--- src/rtl/lsram_pkg.sv ---
package lsram_pkg;
  typedef enum logic [1:0] {
    ROLE_CPU_OWN  = 2'b00,
    ROLE_COP_DATA = 2'b01,
    ROLE_COP_PROG = 2'b10,
    ROLE_RSVD     = 2'b11
  } ram_role_e;

  localparam int unsigned N_VIOL    = 3;
  localparam int unsigned VIOL_CPUR = 0;
  localparam int unsigned VIOL_CPUW = 1;
  localparam int unsigned VIOL_COP  = 2;
endpackage

--- src/rtl/lsram_perm_dec.sv ---
module lsram_perm_dec
  import lsram_pkg::*;
(
  input  logic [1:0] mode,
  input  logic       dbg,
  output logic       allow_cpu,
  output logic       allow_cop_data,
  output logic       allow_fetch
);
  ram_role_e role;
  assign role = ram_role_e'(mode);

  always_comb begin
    allow_cpu      = 1'b0;
    allow_cop_data = 1'b0;
    allow_fetch    = 1'b0;
    unique case (role)
      ROLE_COP_DATA: begin
        allow_cpu      = 1'b1;
        allow_cop_data = 1'b1;
      end
      ROLE_COP_PROG: allow_fetch = 1'b1;
      default:       allow_cpu   = 1'b1;
    endcase
    if (dbg) begin
      allow_cpu      = 1'b1;
      allow_cop_data = 1'b1;
      allow_fetch    = 1'b1;
    end
  end
endmodule

--- src/rtl/lsram_viol_rec.sv ---
module lsram_viol_rec #(
  parameter int unsigned AW = 12
) (
  input  logic          clk,
  input  logic          rst_n,
  input  logic          set,
  input  logic [AW-1:0] set_addr,
  input  logic          clr,
  output logic          flag,
  output logic [AW-1:0] addr
);
  always_ff @(posedge clk or negedge rst_n) begin
    if (!rst_n) begin
      flag <= 1'b0;
      addr <= '0;
    end else begin
      if (set) flag <= 1'b1;
      else if (clr) flag <= 1'b0;
      if (set && (!flag || clr)) addr <= set_addr;
    end
  end

  AST_FLAG_SETS:   assert property (@(posedge clk) disable iff (!rst_n) set |=> flag);
  AST_FLAG_STICKY: assert property (@(posedge clk) disable iff (!rst_n) (flag && !clr) |=> flag);
  AST_ADDR_HOLD:   assert property (@(posedge clk) disable iff (!rst_n) (flag && !clr) |=> $stable(addr));
  AST_CLR_WORKS:   assert property (@(posedge clk) disable iff (!rst_n) (clr && !set) |=> !flag);
endmodule

--- src/rtl/lsram_access_guard.sv ---
module lsram_access_guard
  import lsram_pkg::*;
#(
  parameter int unsigned AW = 12,
  parameter int unsigned DW = 32
) (
  input  logic          clk,
  input  logic          rst_n,
  input  logic [1:0]    cfg_mode,
  input  logic          dbg_qual,
  input  logic          cpu_rd_req,
  input  logic          cpu_wr_req,
  input  logic [AW-1:0] cpu_addr,
  input  logic [DW-1:0] cpu_mem_rdata,
  output logic          cpu_rd_gnt,
  output logic          cpu_wr_gnt,
  output logic [DW-1:0] cpu_rdata,
  input  logic          cop_rd_req,
  input  logic          cop_wr_req,
  input  logic [AW-1:0] cop_addr,
  input  logic          cop_fetch_req,
  input  logic [AW-1:0] cop_fetch_addr,
  input  logic [DW-1:0] cop_mem_rdata,
  output logic          cop_rd_gnt,
  output logic          cop_wr_gnt,
  output logic          cop_fetch_gnt,
  output logic [DW-1:0] cop_rdata,
  input  logic [2:0]    viol_clr,
  output logic [2:0]    viol_flags,
  output logic [AW-1:0] viol_addr_cpu_rd,
  output logic [AW-1:0] viol_addr_cpu_wr,
  output logic [AW-1:0] viol_addr_cop
);
  logic allow_cpu, allow_cop_data, allow_fetch;

  lsram_perm_dec u_dec (
    .mode           (cfg_mode),
    .dbg            (dbg_qual),
    .allow_cpu      (allow_cpu),
    .allow_cop_data (allow_cop_data),
    .allow_fetch    (allow_fetch)
  );

  assign cpu_rd_gnt    = cpu_rd_req    & allow_cpu;
  assign cpu_wr_gnt    = cpu_wr_req    & allow_cpu;
  assign cop_rd_gnt    = cop_rd_req    & allow_cop_data;
  assign cop_wr_gnt    = cop_wr_req    & allow_cop_data;
  assign cop_fetch_gnt = cop_fetch_req & allow_fetch;

  assign cpu_rdata = cpu_rd_gnt ? cpu_mem_rdata : '0;
  assign cop_rdata = (cop_rd_gnt || cop_fetch_gnt) ? cop_mem_rdata : '0;

  logic          fetch_blk, data_blk;
  logic [N_VIOL-1:0]         v_set;
  logic [N_VIOL-1:0][AW-1:0] v_addr_in, v_addr_out;

  assign fetch_blk = cop_fetch_req & ~allow_fetch;
  assign data_blk  = (cop_rd_req | cop_wr_req) & ~allow_cop_data;

  assign v_set[VIOL_CPUR]     = cpu_rd_req & ~allow_cpu;
  assign v_set[VIOL_CPUW]     = cpu_wr_req & ~allow_cpu;
  assign v_set[VIOL_COP]      = fetch_blk | data_blk;
  assign v_addr_in[VIOL_CPUR] = cpu_addr;
  assign v_addr_in[VIOL_CPUW] = cpu_addr;
  assign v_addr_in[VIOL_COP]  = fetch_blk ? cop_fetch_addr : cop_addr;

  for (genvar g = 0; g < N_VIOL; g++) begin : g_rec
    lsram_viol_rec #(.AW(AW)) u_rec (
      .clk      (clk),
      .rst_n    (rst_n),
      .set      (v_set[g]),
      .set_addr (v_addr_in[g]),
      .clr      (viol_clr[g]),
      .flag     (viol_flags[g]),
      .addr     (v_addr_out[g])
    );
  end

  assign viol_addr_cpu_rd = v_addr_out[VIOL_CPUR];
  assign viol_addr_cpu_wr = v_addr_out[VIOL_CPUW];
  assign viol_addr_cop    = v_addr_out[VIOL_COP];

  AST_PROG_CPU_BLOCK: assert property (@(posedge clk) disable iff (!rst_n)
    (cfg_mode == 2'b10 && !dbg_qual) |-> !(cpu_rd_gnt || cpu_wr_gnt));
  AST_PROG_COP_DATA:  assert property (@(posedge clk) disable iff (!rst_n)
    (cfg_mode == 2'b10 && !dbg_qual) |-> !(cop_rd_gnt || cop_wr_gnt));
  AST_OWN_COP_BLOCK:  assert property (@(posedge clk) disable iff (!rst_n)
    (cfg_mode[1] == cfg_mode[0] && !dbg_qual) |-> !(cop_rd_gnt || cop_wr_gnt || cop_fetch_gnt));
  AST_DBG_NO_FLAG:    assert property (@(posedge clk) disable iff (!rst_n)
    (dbg_qual && viol_flags == 3'b000 && viol_clr == 3'b000) |=> viol_flags == 3'b000);
  AST_BLOCKED_ZERO:   assert property (@(posedge clk) disable iff (!rst_n)
    !cpu_rd_gnt |-> cpu_rdata == '0);
endmodule

--- config.mk ---
export PLATFORM = sky130hd
export DESIGN_NAME = lsram_access_guard
export DESIGN_NICKNAME = d
export VERILOG_FILES = /design/src/rtl/lsram_pkg.sv /design/src/rtl/lsram_perm_dec.sv /design/src/rtl/lsram_viol_rec.sv /design/src/rtl/lsram_access_guard.sv
export SDC_FILE = /design/constraint.sdc
export NUM_CORES = 1
export LEC_CHECK = 0
export ABC_AREA = 1
export BUFFER_PORTS_ARGS = -buffer_cell sky130_fd_sc_hd__clkbuf_2
export CAP_MARGIN = 10
export CELL_PAD_IN_SITES_DETAIL_PLACEMENT = 0
export CELL_PAD_IN_SITES_GLOBAL_PLACEMENT = 1
export CORE_MARGIN = 10
export CORE_UTILIZATION = 22
export DETAILED_ROUTE_END_ITERATION = 12
export PLACE_DENSITY = 0.75
export SLEW_MARGIN = 25
export SYNTH_ARGS = -nofsm -noshare
export SYNTH_HDL_FRONTEND = slang
export SYNTH_HIERARCHICAL = 1
export SYNTH_SLANG_ARGS = --single-unit
--- constraint.sdc ---
create_clock -name clk -period 1 [get_ports clk]
set_clock_uncertainty 0.1 [all_clocks]
set_input_delay 0.1 -clock clk [delete_from_list [all_inputs] [get_ports clk]]
set_output_delay 0.1 -clock clk [all_outputs]
set_load 0.005 [all_outputs]
==> results.md <==
- Sorting the synthesized cells by area gives the leading types as sky130_fd_sc_hd__dfrtp_1, sky130_fd_sc_hd__nand2_1, sky130_fd_sc_hd__inv_1.
- The slack of the worst reg-to-reg path is -0.03 ns.
- The post-layout minimum cycle time is about 1.1 ns.
- The clock insertion delay at the later pin of the skew report is about 0.27 ns.
- The H-tree was split into 2 levels.
- The number of storage elements in the synthesis netlist is 39.
- The share of synthesized area in the top cell type comes to 0.383.
- The number of buffers and inverters on the critical path is 5.
- The count of buffers added on input and output ports is 220.
- The number of global-route vias before repair came to around 3,400.
- The synthesized area is between 2000 and 3000 um2.
- The hold violation count in the final report is 0.
- The count of cells along the worst register-to-register path is 4.
- The async set-or-reset flop fraction in the synthesized netlist is 1.00.
- After global routing the overflow that remains totals 0.
- Setup repair after global routing could not meet its margin everywhere.
- The die is about 130 um tall.
- The power density over cell area is roughly 1300 nW/um2.
- The beginning of the worst hold path is cop_addr[0].
- Averaged over all synthesized cells, the footprint is between 6 and 7 um2.
- The final antenna diode count is 0.
- The endpoint of the lowest-slack register-to-register path is g_rec[0].u_rec/addr[5]$_DFFE_PN0P_.
- STA puts the critical path data arrival time at between 0.9 and 1 ns.
- The kind of launch point of the worst setup path is an input pin.
- The die boundary width is around 130 um.
- Based on the critical path, the design can be clocked at up to between 0.8 and 0.9 GHz.
- The critical setup path kind is input pin to output port.
- The iteration-0 DRC count of the detailed router is between 100 and 150.
- The post-synth net total is 486.
- The clock passes through at most 2 buffers.
- Leaving out filler cells and counting taps, the final layout contains around 790.
- The min-delay analysis places its worst path in the category input pin to flop.
- The core footprint is roughly 11,000 um2.
- The worst min-delay path endpoint is g_rec[2].u_rec/addr[0]$_DFFE_PN0P_.
- For the pin with the worst max-slew slack, the measured transition is about 0.23 ns.
- The final route contains 3,320 vias.
- At the end of routability-driven placement, the weighted congestion stood at ~0.84.
- The HPWL after detailed placement is between 9000 and 10,000 um.
- The max-slew violation count was 0.
- For this configuration, the core starts out at a cell density of 0.224.
- The cell taking the most area after synthesis is sky130_fd_sc_hd__dfrtp_1.
- The top cell family by delay on the critical path is buffers and inverters.
- The number of antenna violations at the first check in global routing is 0.
- The checks that failed: setup timing.
- TritonCTS created 5 clock buffers.
- Clock-pin slew was measured on the worst setup and hold paths at 0.05 ns.
- The worst setup path is captured at an output port.
- Before CTS, the worst setup slack after placement is -0.249 ns.
- After detailed placement, the design holds a cell count of between 700 and 800.
- By count the netlist is led by sky130_fd_sc_hd__nand2_1, sky130_fd_sc_hd__inv_1, sky130_fd_sc_hd__nand3_1.
- The hold-critical path depth is 5.
- The number of vias per cell after detailed routing is 4.21.
- The critical path goes through buf_8 > inv_6 > buf_6 > nand2_8 > nand2_8 > buf_12 > a21oi_4 > buf_2.
- The total design power is roughly 6.5 mW.
- The root buffer cell chosen for the clock tree is sky130_fd_sc_hd__clkbuf_16.
- The total leakage power is about 3.1 nW.
- The first global-routing pass estimated 18,000 um of wire.
- The number of rows in the core area is 39.
- The proportion of layout cells with a drive suffix above 1 is 0.574.
- The number of unique standard cell types used by synthesis is 12.
- In the synthesized netlist, the number of instances is between 300 and 400.
- The cell type of the slowest stage on the worst timing path is sky130_fd_sc_hd__buf_12.
- The detail-routed net length per standard cell is roughly 16 um.
- The startpoint of the lowest-slack register-to-register path is g_rec[0].u_rec/flag$_DFFE_PN0P_.
- Yosys mapped a number of flops with a built-in enable equal to 0.
- The final layout contains routed wiring with a total length of 12,400 um.
- The most common cell in the synthesized netlist is sky130_fd_sc_hd__nand2_1.
- The total global-route track usage is 0.134.
- During synthesis, Yosys emitted a total of 6 warnings.
- Final hold analysis gives a worst-case slack of about 0.057 ns.
- The most critical setup path has its startpoint at dbg_qual.
- Relative to the synthesized area, the layout overhead comes to 103%.
- The peak fanout along the critical path is 7.
- The reported max-cap violation count is 0.
- The final layout contains between 700 and 800 nets.
- For this run, the leading register cell type out of synthesis is sky130_fd_sc_hd__dfrtp_1.
- Headroom to the max-slew limit came out at 0.845.
- The worst path setup slack after routing is -0.127 ns.
- The number of design rule violations left after detail routing is 0.
- In this design, the stage delay of the slowest critical-path cell is about 0.17 ns.
- The worst ir drop on vdd is 772 uV.
- The most numerous cell type found on the critical path is sky130_fd_sc_hd__nand2_8.
- The number of clock sinks is 39.
- Entering global routing, the biggest net connects 40 pins.
- The run finished, with violations left.
- In this run the remaining antenna-violating nets after routing total 0.
- The CTS tree is built.
- The first-pass detailed-route iteration total is 4.
- For this run, the register share of the synthesized area comes to 0.383.
- During I/O placement, the number of pins put on the boundary was ~220.
- Dividing the final minimum period by the clock period gives 1.13.
- The die covers 16,300 um2.
- The number of setup violations in the final report is between 100 and 150.
- The worst endpoint required time is 0.80 ns.
==> worst min-delay path: cells and delay by family <==
family        cells  cell delay [ns]
simple gates      4             0.21
buf+inv           1             0.08
==> cell families (layout without fill, tap and decap cells) <==
kind of cell    count (synthesis)  count (layout)  share of synthesized area
buf+inv                       102             373                      0.184
compound gates                 33              33                      0.109
flops                          39              39                      0.383
simple gates                  199             201                      0.324
==> cells in the final DEF, fill, tap and decap left out, types with 3 or more instances in the layout <==
cell	netlist	layout
sky130_fd_sc_hd__buf_4	9	21
sky130_fd_sc_hd__inv_2	0	3
sky130_fd_sc_hd__dlygate4sd3_1	0	13
sky130_fd_sc_hd__nand3_2	0	7
sky130_fd_sc_hd__nand2_4	0	10
sky130_fd_sc_hd__nand2_8	0	6
sky130_fd_sc_hd__buf_6	6	13
sky130_fd_sc_hd__inv_1	81	74
sky130_fd_sc_hd__dfrtp_1	39	39
sky130_fd_sc_hd__nor2_1	34	11
sky130_fd_sc_hd__clkbuf_2	0	149
sky130_fd_sc_hd__clkbuf_16	0	10
sky130_fd_sc_hd__a21oi_4	0	4
sky130_fd_sc_hd__buf_2	6	63
sky130_fd_sc_hd__nand2_1	109	96
sky130_fd_sc_hd__nand3_1	49	41
sky130_fd_sc_hd__buf_12	0	10
sky130_fd_sc_hd__nor2_2	0	20
sky130_fd_sc_hd__nand2_2	7	6
sky130_fd_sc_hd__buf_16	0	7
sky130_fd_sc_hd__nor2_4	0	3
sky130_fd_sc_hd__a21oi_2	29	28
==> per-stage QoR <==
step	TNS, ns	area, um2	utilization
after floorplan	-0.817	2590	-
after global placement	-19.61	3920	0.345
after detailed placement	-19.94	3920	0.345
after CTS	-8.65	4650	0.409
after global routing	-12.10	5180	0.456
final	-6.80	5180	0.456
==> registers in the layout (all words and copies together) (netlist names) <==
| register | cells |
|---|---|
| g_rec.u_rec/addr | 36 |
| g_rec.u_rec/flag | 3 |
==> metal layers <==
metal / wire, um / track usage
met2: 6370 / 0.254
met3: 1020 / 0.0418
met5: 0 / 0
met1: 4910 / 0.145
met4: 144 / 0.0159
==> where the power goes <==
group	internal, mW	switching [mW]
clock network	1.43	0.613
logic	1.27	1.11
registers	1.87	0.196
total	4.57	1.92
==> cell type report <==
cell class                 instances  area [um2]
clock buffer                       6         129
sequential                        39         976
timing repair buffer             284        2060
inverter                          81         337
fill                            1094        6190
clock inverter                     2        60.1
multi-input combinational        234        1450
tap                              143         179
==> how the worst max path moves through the flow <==
stage	end	slack, ns	cells after the start
after CTS	cop_rdata[22]	-0.16	8
after global routing	cpu_rdata[20]	-0.20	8
final	cop_rdata[25]	-0.13	8
after global placement	g_rec[2].u_rec/addr[7]$_DFFE_PN0P_	-0.22	11
after floorplan	g_rec[2].u_rec/addr[9]$_DFFE_PN0P_	-0.06	11
after detailed placement	g_rec[2].u_rec/addr[4]$_DFFE_PN0P_	-0.25	8
==> repair_timing <==
item | 4_1_cts | 5_1_grt
endpoints found under the hold margin | 63 | 0
hold buffers | 13 | 0
cloned | 8 | 7
resized for setup | 43 | 142
endpoints found under the setup margin | 106 | 138
setup buffers | 6 | 15
pin swaps | 34 | 34
Power figures use the tool's default switching activity.
